[src/rtl/spi_zr_pkg.sv]
// Shared definitions for the zero-run resynchronizing SPI receiver.
// Assumes 8-bit frames; every module takes the frame width from here.
package spi_zr_pkg;
    localparam int BYTE_W = 8;
    localparam int BIT_CNT_W = $clog2(BYTE_W);
    typedef logic [BYTE_W-1:0] byte_t;
endpackage

[src/rtl/spi_zr_sync.sv]
// Multi-stage synchronizer for a bundle of asynchronous inputs.
// Assumes each input is stable for several clk cycles; it adds no glitch
// filtering. RST_VAL gives the inactive level of each line after reset.
module spi_zr_sync #(
    parameter int W = 3,
    parameter int STAGES = 2,
    parameter logic [W-1:0] RST_VAL = '0
) (
    input  logic         clk,
    input  logic         rst_n,
    input  logic [W-1:0] d_async,
    output logic [W-1:0] q_sync
);
    logic [W-1:0] stage_q [STAGES];

    generate
        for (genvar s = 0; s < STAGES; s++) begin : g_stage
            // Purpose: shift the sampled inputs one stage further.
            always_ff @(posedge clk) begin
                if (!rst_n) begin
                    stage_q[s] <= RST_VAL;
                end else if (s == 0) begin
                    stage_q[s] <= d_async;
                end else begin
                    stage_q[s] <= stage_q[(s > 0) ? s - 1 : 0];
                end
            end
        end
    endgenerate

    assign q_sync = stage_q[STAGES-1];
endmodule

[src/rtl/spi_zr_shifter.sv]
// Assembles bytes MSB first from synchronized SPI samples.
// Assumes 'sample' is a one-cycle rising SCLK indication aligned with
// bit_in. A deselect or a clear request drops any partial byte.
module spi_zr_shifter
    import spi_zr_pkg::*;
(
    input  logic  clk,
    input  logic  rst_n,
    input  logic  sample,
    input  logic  bit_in,
    input  logic  deselect,
    input  logic  clear,
    output byte_t byte_out,
    output logic  byte_valid
);
    localparam logic [BIT_CNT_W-1:0] LAST_BIT = BIT_CNT_W'(BYTE_W - 1);

    logic [BIT_CNT_W-1:0] bit_pos;
    byte_t                shreg;

    // Purpose: track bit position, shift data and publish completed bytes.
    always_ff @(posedge clk) begin
        if (!rst_n) begin
            bit_pos    <= '0;
            shreg      <= '0;
            byte_out   <= '0;
            byte_valid <= 1'b0;
        end else if (deselect || clear) begin
            bit_pos    <= '0;
            shreg      <= '0;
            byte_valid <= 1'b0;
        end else if (sample) begin
            shreg <= {shreg[BYTE_W-2:0], bit_in};
            if (bit_pos == LAST_BIT) begin
                bit_pos    <= '0;
                byte_out   <= {shreg[BYTE_W-2:0], bit_in};
                byte_valid <= 1'b1;
            end else begin
                bit_pos    <= bit_pos + 1'b1;
                byte_valid <= 1'b0;
            end
        end else begin
            byte_valid <= 1'b0;
        end
    end

    // a strobe only follows a sampling edge.
    assert_valid_after_edge_R2: assert property (@(posedge clk) disable iff (!rst_n)
        byte_valid |-> $past(sample));

    // the strobe lasts a single cycle.
    assert_valid_pulse_R2: assert property (@(posedge clk) disable iff (!rst_n)
        byte_valid |=> !byte_valid);

    // no byte is published while deselected.
    assert_no_byte_deselected_R4: assert property (@(posedge clk) disable iff (!rst_n)
        deselect |=> !byte_valid);

    // a clear request returns the bit position to the first bit.
    assert_clear_realigns_R9: assert property (@(posedge clk) disable iff (!rst_n)
        clear |=> (bit_pos == '0));
endmodule

[src/rtl/spi_zr_gap_detect.sv]
// Counts consecutive zero bytes and, once the run reaches ZERO_RUN_MIN,
// times a quiet SCLK period. A full GAP_CYCLES without an edge raises a
// one-cycle resync pulse. Assumes byte_valid is a one-cycle strobe and
// sclk_edge marks either SCLK polarity in the system clock domain.
module spi_zr_gap_detect
    import spi_zr_pkg::*;
#(
    parameter int ZERO_RUN_MIN = 10,
    parameter int GAP_CYCLES = 10_000_000
) (
    input  logic  clk,
    input  logic  rst_n,
    input  logic  byte_valid,
    input  byte_t byte_data,
    input  logic  sclk_edge,
    output logic  resync_pulse
);
    localparam int ZW = $clog2(ZERO_RUN_MIN + 1);
    localparam int GW = $clog2(GAP_CYCLES + 1);
    localparam logic [ZW-1:0] ZMAX = '1;
    localparam logic [ZW-1:0] ZMIN = ZW'(ZERO_RUN_MIN);
    localparam logic [GW-1:0] GLAST = GW'(GAP_CYCLES - 1);

    logic [ZW-1:0] zero_run;
    logic [GW-1:0] gap_cnt;
    logic          armed;
    logic          gap_hit;

    assign armed   = (zero_run >= ZMIN);
    assign gap_hit = armed && !sclk_edge && (gap_cnt == GLAST);

    // Purpose: count consecutive zero bytes with saturation; clear on resync.
    always_ff @(posedge clk) begin
        if (!rst_n) begin
            zero_run <= '0;
        end else if (gap_hit) begin
            zero_run <= '0;
        end else if (byte_valid) begin
            if (byte_data != '0) begin
                zero_run <= '0;
            end else if (zero_run != ZMAX) begin
                zero_run <= zero_run + 1'b1;
            end
        end
    end

    // Purpose: time the quiet SCLK period while armed; any edge restarts it.
    always_ff @(posedge clk) begin
        if (!rst_n) begin
            gap_cnt <= '0;
        end else if (!armed || sclk_edge || gap_hit) begin
            gap_cnt <= '0;
        end else begin
            gap_cnt <= gap_cnt + 1'b1;
        end
    end

    // Purpose: register the one-cycle resync indication.
    always_ff @(posedge clk) begin
        if (!rst_n) begin
            resync_pulse <= 1'b0;
        end else begin
            resync_pulse <= gap_hit;
        end
    end

    // the completion flag is a single-cycle pulse.
    assert_done_pulse_R5: assert property (@(posedge clk) disable iff (!rst_n)
        resync_pulse |=> !resync_pulse);

    // a resync needs a run of at least the threshold.
    assert_done_needs_run_R6: assert property (@(posedge clk) disable iff (!rst_n)
        resync_pulse |-> ($past(zero_run) >= ZMIN));

    // a nonzero byte ends the run.
    assert_nonzero_clears_R7: assert property (@(posedge clk) disable iff (!rst_n)
        (byte_valid && byte_data != '0) |=> (zero_run == '0));

    // an edge while armed restarts the timer but keeps the run.
    assert_edge_restarts_R8: assert property (@(posedge clk) disable iff (!rst_n)
        (armed && sclk_edge && !byte_valid) |=> (gap_cnt == '0 && $stable(zero_run)));

    // both counters are zero when the pulse appears.
    assert_clear_after_done_R10: assert property (@(posedge clk) disable iff (!rst_n)
        resync_pulse |-> (zero_run == '0 && gap_cnt == '0));

    // the run count holds at its maximum instead of wrapping.
    assert_no_overflow_R11: assert property (@(posedge clk) disable iff (!rst_n)
        (zero_run == ZMAX && byte_valid && byte_data == '0) |=> (zero_run == ZMAX));
endmodule

[src/rtl/spi_zr_slave.sv]
// SPI mode 0 slave receiver with in-band realignment: a run of zero bytes
// followed by a quiet SCLK gap clears the bit alignment. Assumes SCLK runs
// slowly enough that each level lasts at least two clk cycles after the
// synchronizers.
module spi_zr_slave
    import spi_zr_pkg::*;
#(
    parameter int ZERO_RUN_MIN = 10,
    parameter int GAP_CYCLES = 10_000_000,
    parameter int SYNC_STAGES = 2
) (
    input  logic       clk,
    input  logic       rst_n,
    input  logic       sclk,
    input  logic       mosi,
    input  logic       cs_n,
    output logic [7:0] rx_byte,
    output logic       rx_valid,
    output logic       resync_done
);
    localparam int NLINES = 3;
    localparam logic [NLINES-1:0] LINE_IDLE = 3'b100;

    logic [NLINES-1:0] lines_sync;
    logic sclk_s, mosi_s, csn_s;
    logic sclk_prev;
    logic sclk_rise, sclk_edge;
    byte_t byte_w;
    logic  valid_w;
    logic  resync_w;

    spi_zr_sync #(
        .W(NLINES), .STAGES(SYNC_STAGES), .RST_VAL(LINE_IDLE)
    ) u_sync (
        .clk(clk), .rst_n(rst_n),
        .d_async({cs_n, mosi, sclk}),
        .q_sync(lines_sync)
    );

    assign sclk_s = lines_sync[0];
    assign mosi_s = lines_sync[1];
    assign csn_s  = lines_sync[2];

    // Purpose: keep the previous synchronized SCLK level for edge finding.
    always_ff @(posedge clk) begin
        if (!rst_n) sclk_prev <= 1'b0;
        else        sclk_prev <= sclk_s;
    end

    assign sclk_rise = sclk_s && !sclk_prev && !csn_s;
    assign sclk_edge = sclk_s ^ sclk_prev;

    spi_zr_shifter u_shift (
        .clk(clk), .rst_n(rst_n),
        .sample(sclk_rise), .bit_in(mosi_s),
        .deselect(csn_s), .clear(resync_w),
        .byte_out(byte_w), .byte_valid(valid_w)
    );

    spi_zr_gap_detect #(
        .ZERO_RUN_MIN(ZERO_RUN_MIN), .GAP_CYCLES(GAP_CYCLES)
    ) u_gap (
        .clk(clk), .rst_n(rst_n),
        .byte_valid(valid_w), .byte_data(byte_w),
        .sclk_edge(sclk_edge), .resync_pulse(resync_w)
    );

    assign rx_byte     = byte_w;
    assign rx_valid    = valid_w;
    assign resync_done = resync_w;

    // resync and a byte strobe never coincide, since the gap is quiet.
    assert_done_not_with_byte_R5: assert property (@(posedge clk) disable iff (!rst_n)
        !(resync_done && rx_valid));
endmodule

[config.mk]
export PLATFORM = sky130hd
export DESIGN_NAME = spi_zr_slave
export DESIGN_NICKNAME = d
export VERILOG_FILES = /design/src/rtl/spi_zr_pkg.sv /design/src/rtl/spi_zr_sync.sv /design/src/rtl/spi_zr_shifter.sv /design/src/rtl/spi_zr_gap_detect.sv /design/src/rtl/spi_zr_slave.sv
export SDC_FILE = /design/constraint.sdc
export NUM_CORES = 1
export LEC_CHECK = 0
export CAP_MARGIN = 20
export CORE_MARGIN = 1
export CORE_UTILIZATION = 45
export CTS_BUF_LIST = sky130_fd_sc_hd__clkbuf_4
export CTS_CLUSTER_DIAMETER = 30
export DETAILED_ROUTE_END_ITERATION = 12
export PLACE_DENSITY = 0.72
export SLEW_MARGIN = 10
export SYNTH_ARGS = -nofsm -noshare
export SYNTH_HDL_FRONTEND = slang
export SYNTH_SLANG_ARGS = --single-unit
[constraint.sdc]
create_clock -name clk -period 2.3 [get_ports clk]
set_input_delay 0.69 -clock clk [delete_from_list [all_inputs] [get_ports clk]]
set_output_delay 0.69 -clock clk [all_outputs]
set_load 0.005 [all_outputs]
# Yosys cells after proc, flatten, opt, wreduce, memory -nomap -nowiden
# Memory sizes are Yosys's and may differ from the RTL's.
# Index checks and enable logic that the tools add are counted.
# classes
add_sub_neg	3
mul	0
n_div	0
magnitude_cmp	1
n_eq_ne	3
shifts	0
n_mux	8
bitwise	6
reduce_logical	19
# op_table
cell	n
24-bit by 1-bit adder with 24-bit output (second input constant)	1
24-bit equality test (second input constant)	1
3-bit 2-to-1 mux	3
4-bit 2-to-1 mux	2
8-bit nonzero test	1
2-bit OR reduction	3
4-bit by 1-bit adder with 4-bit output (second input constant)	1
4-bit >= comparator (second input constant)	1
1-bit logical AND	4
1-bit zero test	4
4-bit inequality test (second input constant)	1
3-bit by 1-bit adder with 3-bit output (second input constant)	1
3-bit equality test (second input constant)	1
1-bit logical OR	3
1-bit 2-to-1 mux	3
1-bit NOT	3
3-bit AND reduction	1
3-bit OR reduction	1
1-bit bitwise OR	2
2-bit AND reduction	1
2-bit nonzero test	1
1-bit bitwise XOR	1
# word_totals
ff_bits	49
latch_bits	0
mem_bits_rw	6
mem_bits_ro	0
inputBits	5
output_inout_bits	10
wordCells	49
n_memories	1
# memory_table
name	words	width	read_ports	rd_clocked_by_memory_dff	wr	line_no	source
u_sync.stage_q	2	3	2	0	2	spi_zr_sync.sv:14	logic [W-1:0] stage_q [STAGES];

# Longest topological paths before layout
# depth
word_depth	6
mapped_depth	7
depth_no_buf	6

# Hierarchy
# Synthesis repeated with hierarchy kept, for this count alone.
# unflattened
cells_unflattened	254
area_unflattened_um2	2351.0
# modules_own_cells
mod	instances	cells_each	area_per_inst_um2	seq_area_each_um2
spi_zr_gap_detect	1	161	1385.1	580.6
spi_zr_shifter	1	75	748.2	380.4
spi_zr_sync	1	12	157.7	120.1
spi_zr_slave	1	6	60.1	20.0

# Worst setup path after synthesis
# OpenSTA, ideal clock, no wires.
# synth_timing
kind	flip-flop to flip-flop
start	reg u_gap.gap_cnt[0]
end	reg u_gap.gap_cnt[21]
setup_time_ps	122
arrival_time_ps	1777
slack_ps	401
stages_incl_launch_ff	7
path_buffers	1
period_less_slack_ps	1899
cell_sequence	dfxtp_1 -> ha_1 -> nand4_1 -> or4_1 -> o21bai_2 -> buf_4 -> a21oi_1
# synth_via
elab_chain_cells	4
# synth_rtl
item	line_no	source
start, declared	spi_zr_gap_detect.sv:25	logic [GW-1:0] gap_cnt;
start signal, assigned	spi_zr_gap_detect.sv:54	gap_cnt <= gap_cnt + 1'b1;
parallel branches: the longest is 4 deep, another holds 24-bit by 1-bit adder with 24-bit output	-	
# Parallel ways; which one is timed is not known.
# A chain may end at the register's enable or synchronous reset.

# Worst setup path after layout
# layout_timing
start	reg u_shift.byte_valid
end	out rx_valid
# layout_rtl
item	line_no	source
start, declared	spi_zr_shifter.sv:14	output logic byte_valid
start signal, assigned	spi_zr_shifter.sv:27	byte_valid <= 1'b0;
start signal, assigned	spi_zr_shifter.sv:31	byte_valid <= 1'b0;
start signal, assigned	spi_zr_shifter.sv:37	byte_valid <= 1'b1;
end, declared	spi_zr_slave.sv:18	output logic rx_valid,
# No word-level cell between the ends.

==> impl_summary.log <==
INFO  metric outcome = finished clean
INFO  metric setup_total_negative_slack = 0 ps
INFO  metric pwr-share-comb = 1.7%
INFO  metric floorplan.initialDensity = 47.45%
INFO  metric gpl.final_weighted_congestion = 0.8558
INFO  metric internal-power = 1.096 mW
INFO  metric die_width = 73.28 um
INFO  metric regToRegStartpoint = u_gap.gap_cnt[0]$_SDFF_PP0_
INFO  metric clock_power_share = 30.3%
INFO  metric clock_transition_at_the_registers_of_the_reported_paths = 150 ps
INFO  metric num_antenna_cells = 0
INFO  metric worst-r2r-cell-count = 6
INFO  metric synth.net_count = 278
INFO  metric synthDistinctLibCells = 35
INFO  metric reg2reg_to = u_gap.gap_cnt[2]$_SDFF_PP0_
INFO  metric place.detailed.instances = 343
INFO  metric cts_made_buffers = 5
INFO  metric final_core_area_utilization = 53.40%
INFO  metric worstHoldStart = u_sync.stage_q[0][2]$_SDFF_PN1_
INFO  metric fin_crit = 2040 ps
INFO  metric avgViaCountPerCell = 5.157
INFO  metric nets = 294
INFO  metric cpLargestDelayFamily = buffers and inverters
INFO  metric core_outline_area = 0.004817 mm2
INFO  metric grt_antenna_before_repair = 0
INFO  metric cts_tree = built
INFO  metric die_y = 73.28 um
INFO  metric post_synth_main_area_contributors = sky130_fd_sc_hd__dfxtp_1, sky130_fd_sc_hd__nand2_1, sky130_fd_sc_hd__a21oi_1
INFO  metric critical_path_depth = 1
INFO  metric clock_insertion_delay_worst_skew = 370 ps
INFO  metric area.sequential = 0.001101 mm2
INFO  metric cellPowerDensity = 549.2 mW/mm2
INFO  metric timing.final.crit_share = 88.70%
INFO  metric setup_viol = 0
INFO  metric htreeDepth = 2
INFO  metric synthXorXnorAreaFrac = 5.747%
INFO  metric number_of_violations_reported_at_the_end_of_detailed_routing_iteration_0 = 136
INFO  metric synthCells = 267
INFO  metric setup.worst_path.start = u_shift.byte_valid$_SDFF_PP0_
INFO  metric cp_max_fo = 6
INFO  metric worstMarginPinSlew = 558.0 ps
INFO  metric critPathKind = reg -> out
INFO  metric critPathCaptureType = output port
INFO  metric cts_buffer_depth = 2
INFO  metric detail_route.drc_violations = 0
INFO  metric synth-compound-area-share = 10.73%
INFO  metric synth_fa_ha_area_share = 3.284%
INFO  metric globalRouteOverflowTotal = 0
INFO  metric switching_power = 0.3169 mW
INFO  metric drv_slew = 0
INFO  metric antenna_left = 0
INFO  metric cts_stage_hold_buffer_count = 0
INFO  metric yosysTopAreaCellShare = 48.17%
INFO  metric placement_rows = 25
INFO  metric hold_viol = 0
INFO  metric holdPathStages = 1
INFO  metric rsz0062_at_grt = no
INFO  metric fmax = 0.4902 GHz
INFO  metric max-slew-margin-rel = 62.33%
INFO  metric track_usage = 15.88%
INFO  metric multiInputGateArea = 0.001115 mm2
INFO  metric drt_wl_total = 3945 um
INFO  metric synth_top_family_by_area = simple AND/OR/NAND/NOR gates
INFO  metric ys.warnings.count = 0
INFO  metric synthDominantAreaCellType = sky130_fd_sc_hd__dfxtp_1
INFO  metric grt_first_pass_wirelength = 6575 um
INFO  metric io_buffer_count = 14
INFO  metric cpMaxStageDelayCell = sky130_fd_sc_hd__clkdlybuf4s50_1
INFO  metric netlist_area = 0.002286 mm2
INFO  metric synth-simple-area-share = 29.01%
INFO  metric area_growth = 12.53%
INFO  metric crit_path_max_incr_delay = 530 ps
INFO  metric r2r_setup_slk = 280 ps
INFO  metric drv.max_cap_violation_count = 0
INFO  metric ys_seq_area_share = 48.17%
INFO  metric static-leakage-power = 0.7990 nW
INFO  metric io_pins = 15
INFO  metric place.detailed.hpwl = 2854 um
INFO  metric timing.clock.skew = 8.516 ps
INFO  metric path_buf_inv = 1
INFO  metric drive_gt1_share = 6.690%
INFO  metric clock_tree.root_cell = sky130_fd_sc_hd__clkbuf_4
INFO  metric vias_in_the_first_global_route = 1505
INFO  metric final-instance-count-excl-fill = 351
INFO  metric grt_max_degree = 24
INFO  metric postCtsResizedCells = 0
INFO  metric p_seq_share = 68.0%
INFO  metric synthesis.area_per_instance = 8.562 um2
INFO  metric post_synth_mux_area_share = 0%
INFO  metric drt_pass1_iterations = 4
INFO  metric cp-endpoint = rx_valid
INFO  metric irDropWorstVdd = 356.4 uV
INFO  metric required_time_of_the_critical_path = 1610 ps
INFO  metric final_critical_path_setup_slack = 260.0 ps
INFO  metric min_path_type = reg -> reg
INFO  metric wl_per_cell = 11.24 um
INFO  metric crit_chain = clkdlybuf4s50_1
INFO  metric timing.critical_path.from_type = register
INFO  metric routed-via-count = 1810
INFO  metric power.switching_fraction = 22.43%
INFO  metric final.fill_count = 478
INFO  metric synth.ff_latch_count = 55
INFO  metric floorplan.die_area = 0.005369 mm2
INFO  metric worst-endpoint-arrival = 1350 ps
INFO  metric cts_post_setup_buffers_inserted = 0
INFO  metric tritoncts_num_sinks = 55
INFO  metric report.power.total = 1.413 mW
INFO  metric dpl_worst_slack = 168.0 ps
-- worst min-delay path by stage --
stage | end | slack (ps)
finish | u_sync.stage_q[1][2]$_SDFF_PN1_ | 430
global placement | u_sync.stage_q[1][2]$_SDFF_PN1_ | 390
detailed placement | u_sync.stage_q[1][2]$_SDFF_PN1_ | 400
floorplan | u_sync.stage_q[1][2]$_SDFF_PN1_ | 390
global route | u_sync.stage_q[1][2]$_SDFF_PN1_ | 450
CTS | u_sync.stage_q[1][2]$_SDFF_PN1_ | 430
-- cells in the final DEF, fill, tap and decap left out, drive strengths merged, types with 2 or more instances in the layout --
cell type,count
nand2b,3
and3,3
nor4,3
buf,5
xnor2,8
nand4,11
o31ai,2
or3,10
ha,6
clkbuf,5
and2,5
a21oi,29
or4,6
o21ai,9
or3b,2
dfxtp,55
nand3,7
clkdlybuf4s50,14
xor2,7
nand2,48
nor3,5
a211oi,2
clkinv,2
inv,7
nor2,22
-- final cells by class --
class / count / area share [%]
multi-input combinational: 196 / 43.34
sequential: 55 / 42.80
timing repair buffer: 19 / 7.393
tap: 67 / 3.259
clock buffer: 5 / 1.459
clock inverter: 3 / 0.8755
inverter: 6 / 0.8755
-- per-layer routing --
| layer | GRT usage, % | wire [um] | vias up |
|---|---|---|---|
| met5 | 0 | 0 | - |
| met4 | 6.536 | 62 | 0 |
| met3 | 3.292 | 112 | 7 |
| met2 | 25.10 | 1803 | 23 |
| met1 | 21.10 | 1966 | 830 |
| li1 | - | - | 950 |
-- synthesized netlist by cell type --
cell,count
sky130_fd_sc_hd__a211oi_1,2
sky130_fd_sc_hd__a21oi_1,29
sky130_fd_sc_hd__and2_1,5
sky130_fd_sc_hd__and3_1,3
sky130_fd_sc_hd__and4_1,1
sky130_fd_sc_hd__buf_2,2
sky130_fd_sc_hd__buf_4,2
sky130_fd_sc_hd__clkbuf_1,6
sky130_fd_sc_hd__dfxtp_1,55
sky130_fd_sc_hd__ha_1,6
sky130_fd_sc_hd__inv_1,6
sky130_fd_sc_hd__nand2_1,48
sky130_fd_sc_hd__nand2b_1,3
sky130_fd_sc_hd__nand3_1,7
sky130_fd_sc_hd__nand3b_1,1
sky130_fd_sc_hd__nand4_1,10
sky130_fd_sc_hd__nand4_2,1
sky130_fd_sc_hd__nor2_1,22
sky130_fd_sc_hd__nor2b_1,1
sky130_fd_sc_hd__nor3_1,5
sky130_fd_sc_hd__nor3b_1,1
sky130_fd_sc_hd__nor4_1,3
sky130_fd_sc_hd__nor4b_1,1
sky130_fd_sc_hd__o21ai_0,9
sky130_fd_sc_hd__o21bai_2,1
sky130_fd_sc_hd__o311ai_0,1
sky130_fd_sc_hd__o31ai_1,1
sky130_fd_sc_hd__o31ai_2,1
sky130_fd_sc_hd__or2_2,1
sky130_fd_sc_hd__or3_1,10
sky130_fd_sc_hd__or3b_1,2
sky130_fd_sc_hd__or4_1,4
sky130_fd_sc_hd__or4_4,2
sky130_fd_sc_hd__xnor2_1,8
sky130_fd_sc_hd__xor2_1,7
-- power groups by stage --
stage          registers (mW)  clock network, mW  logic [mW]
6_report                0.960              0.429      0.0239
5_1_grt                 0.962              0.488      0.0261
4_1_cts                 0.961              0.448      0.0244
3_5_place_dp            0.981                  0      0.0245
3_3_place_gp            0.981                  0      0.0241
2_1_floorplan           0.980                  0      0.0109
-- registers in the layout (all words and copies together) (netlist names) --
signal and cells:
u_sync.stage_q 6, u_gap.zero_run 4, u_shift.byte_valid 1, u_gap.gap_cnt 24, u_gap.resync_pulse 1, u_shift.byte_out 8
u_shift.bit_pos 3, u_shift.shreg 7, sclk_prev 1
-- metrics by stage --
stage	hold WS, ps	area, um2
5_1_grt	448.8	2572
4_1_cts	434.1	2572
3_5_place_dp	398.1	2512
3_3_place_gp	393.8	2512
6_report	430.0	2572
2_1_floorplan	386.3	2286
-- cells by family after synthesis --
family / count (synthesis)
xor gates and xnor gates: 15
adders and majority gates: 6
and+or+nand+nor: 131
AOI/OAI and AO/OA: 44
DFF: 55
buffers and inverters: 16
(Power assumes the default switching activity.)
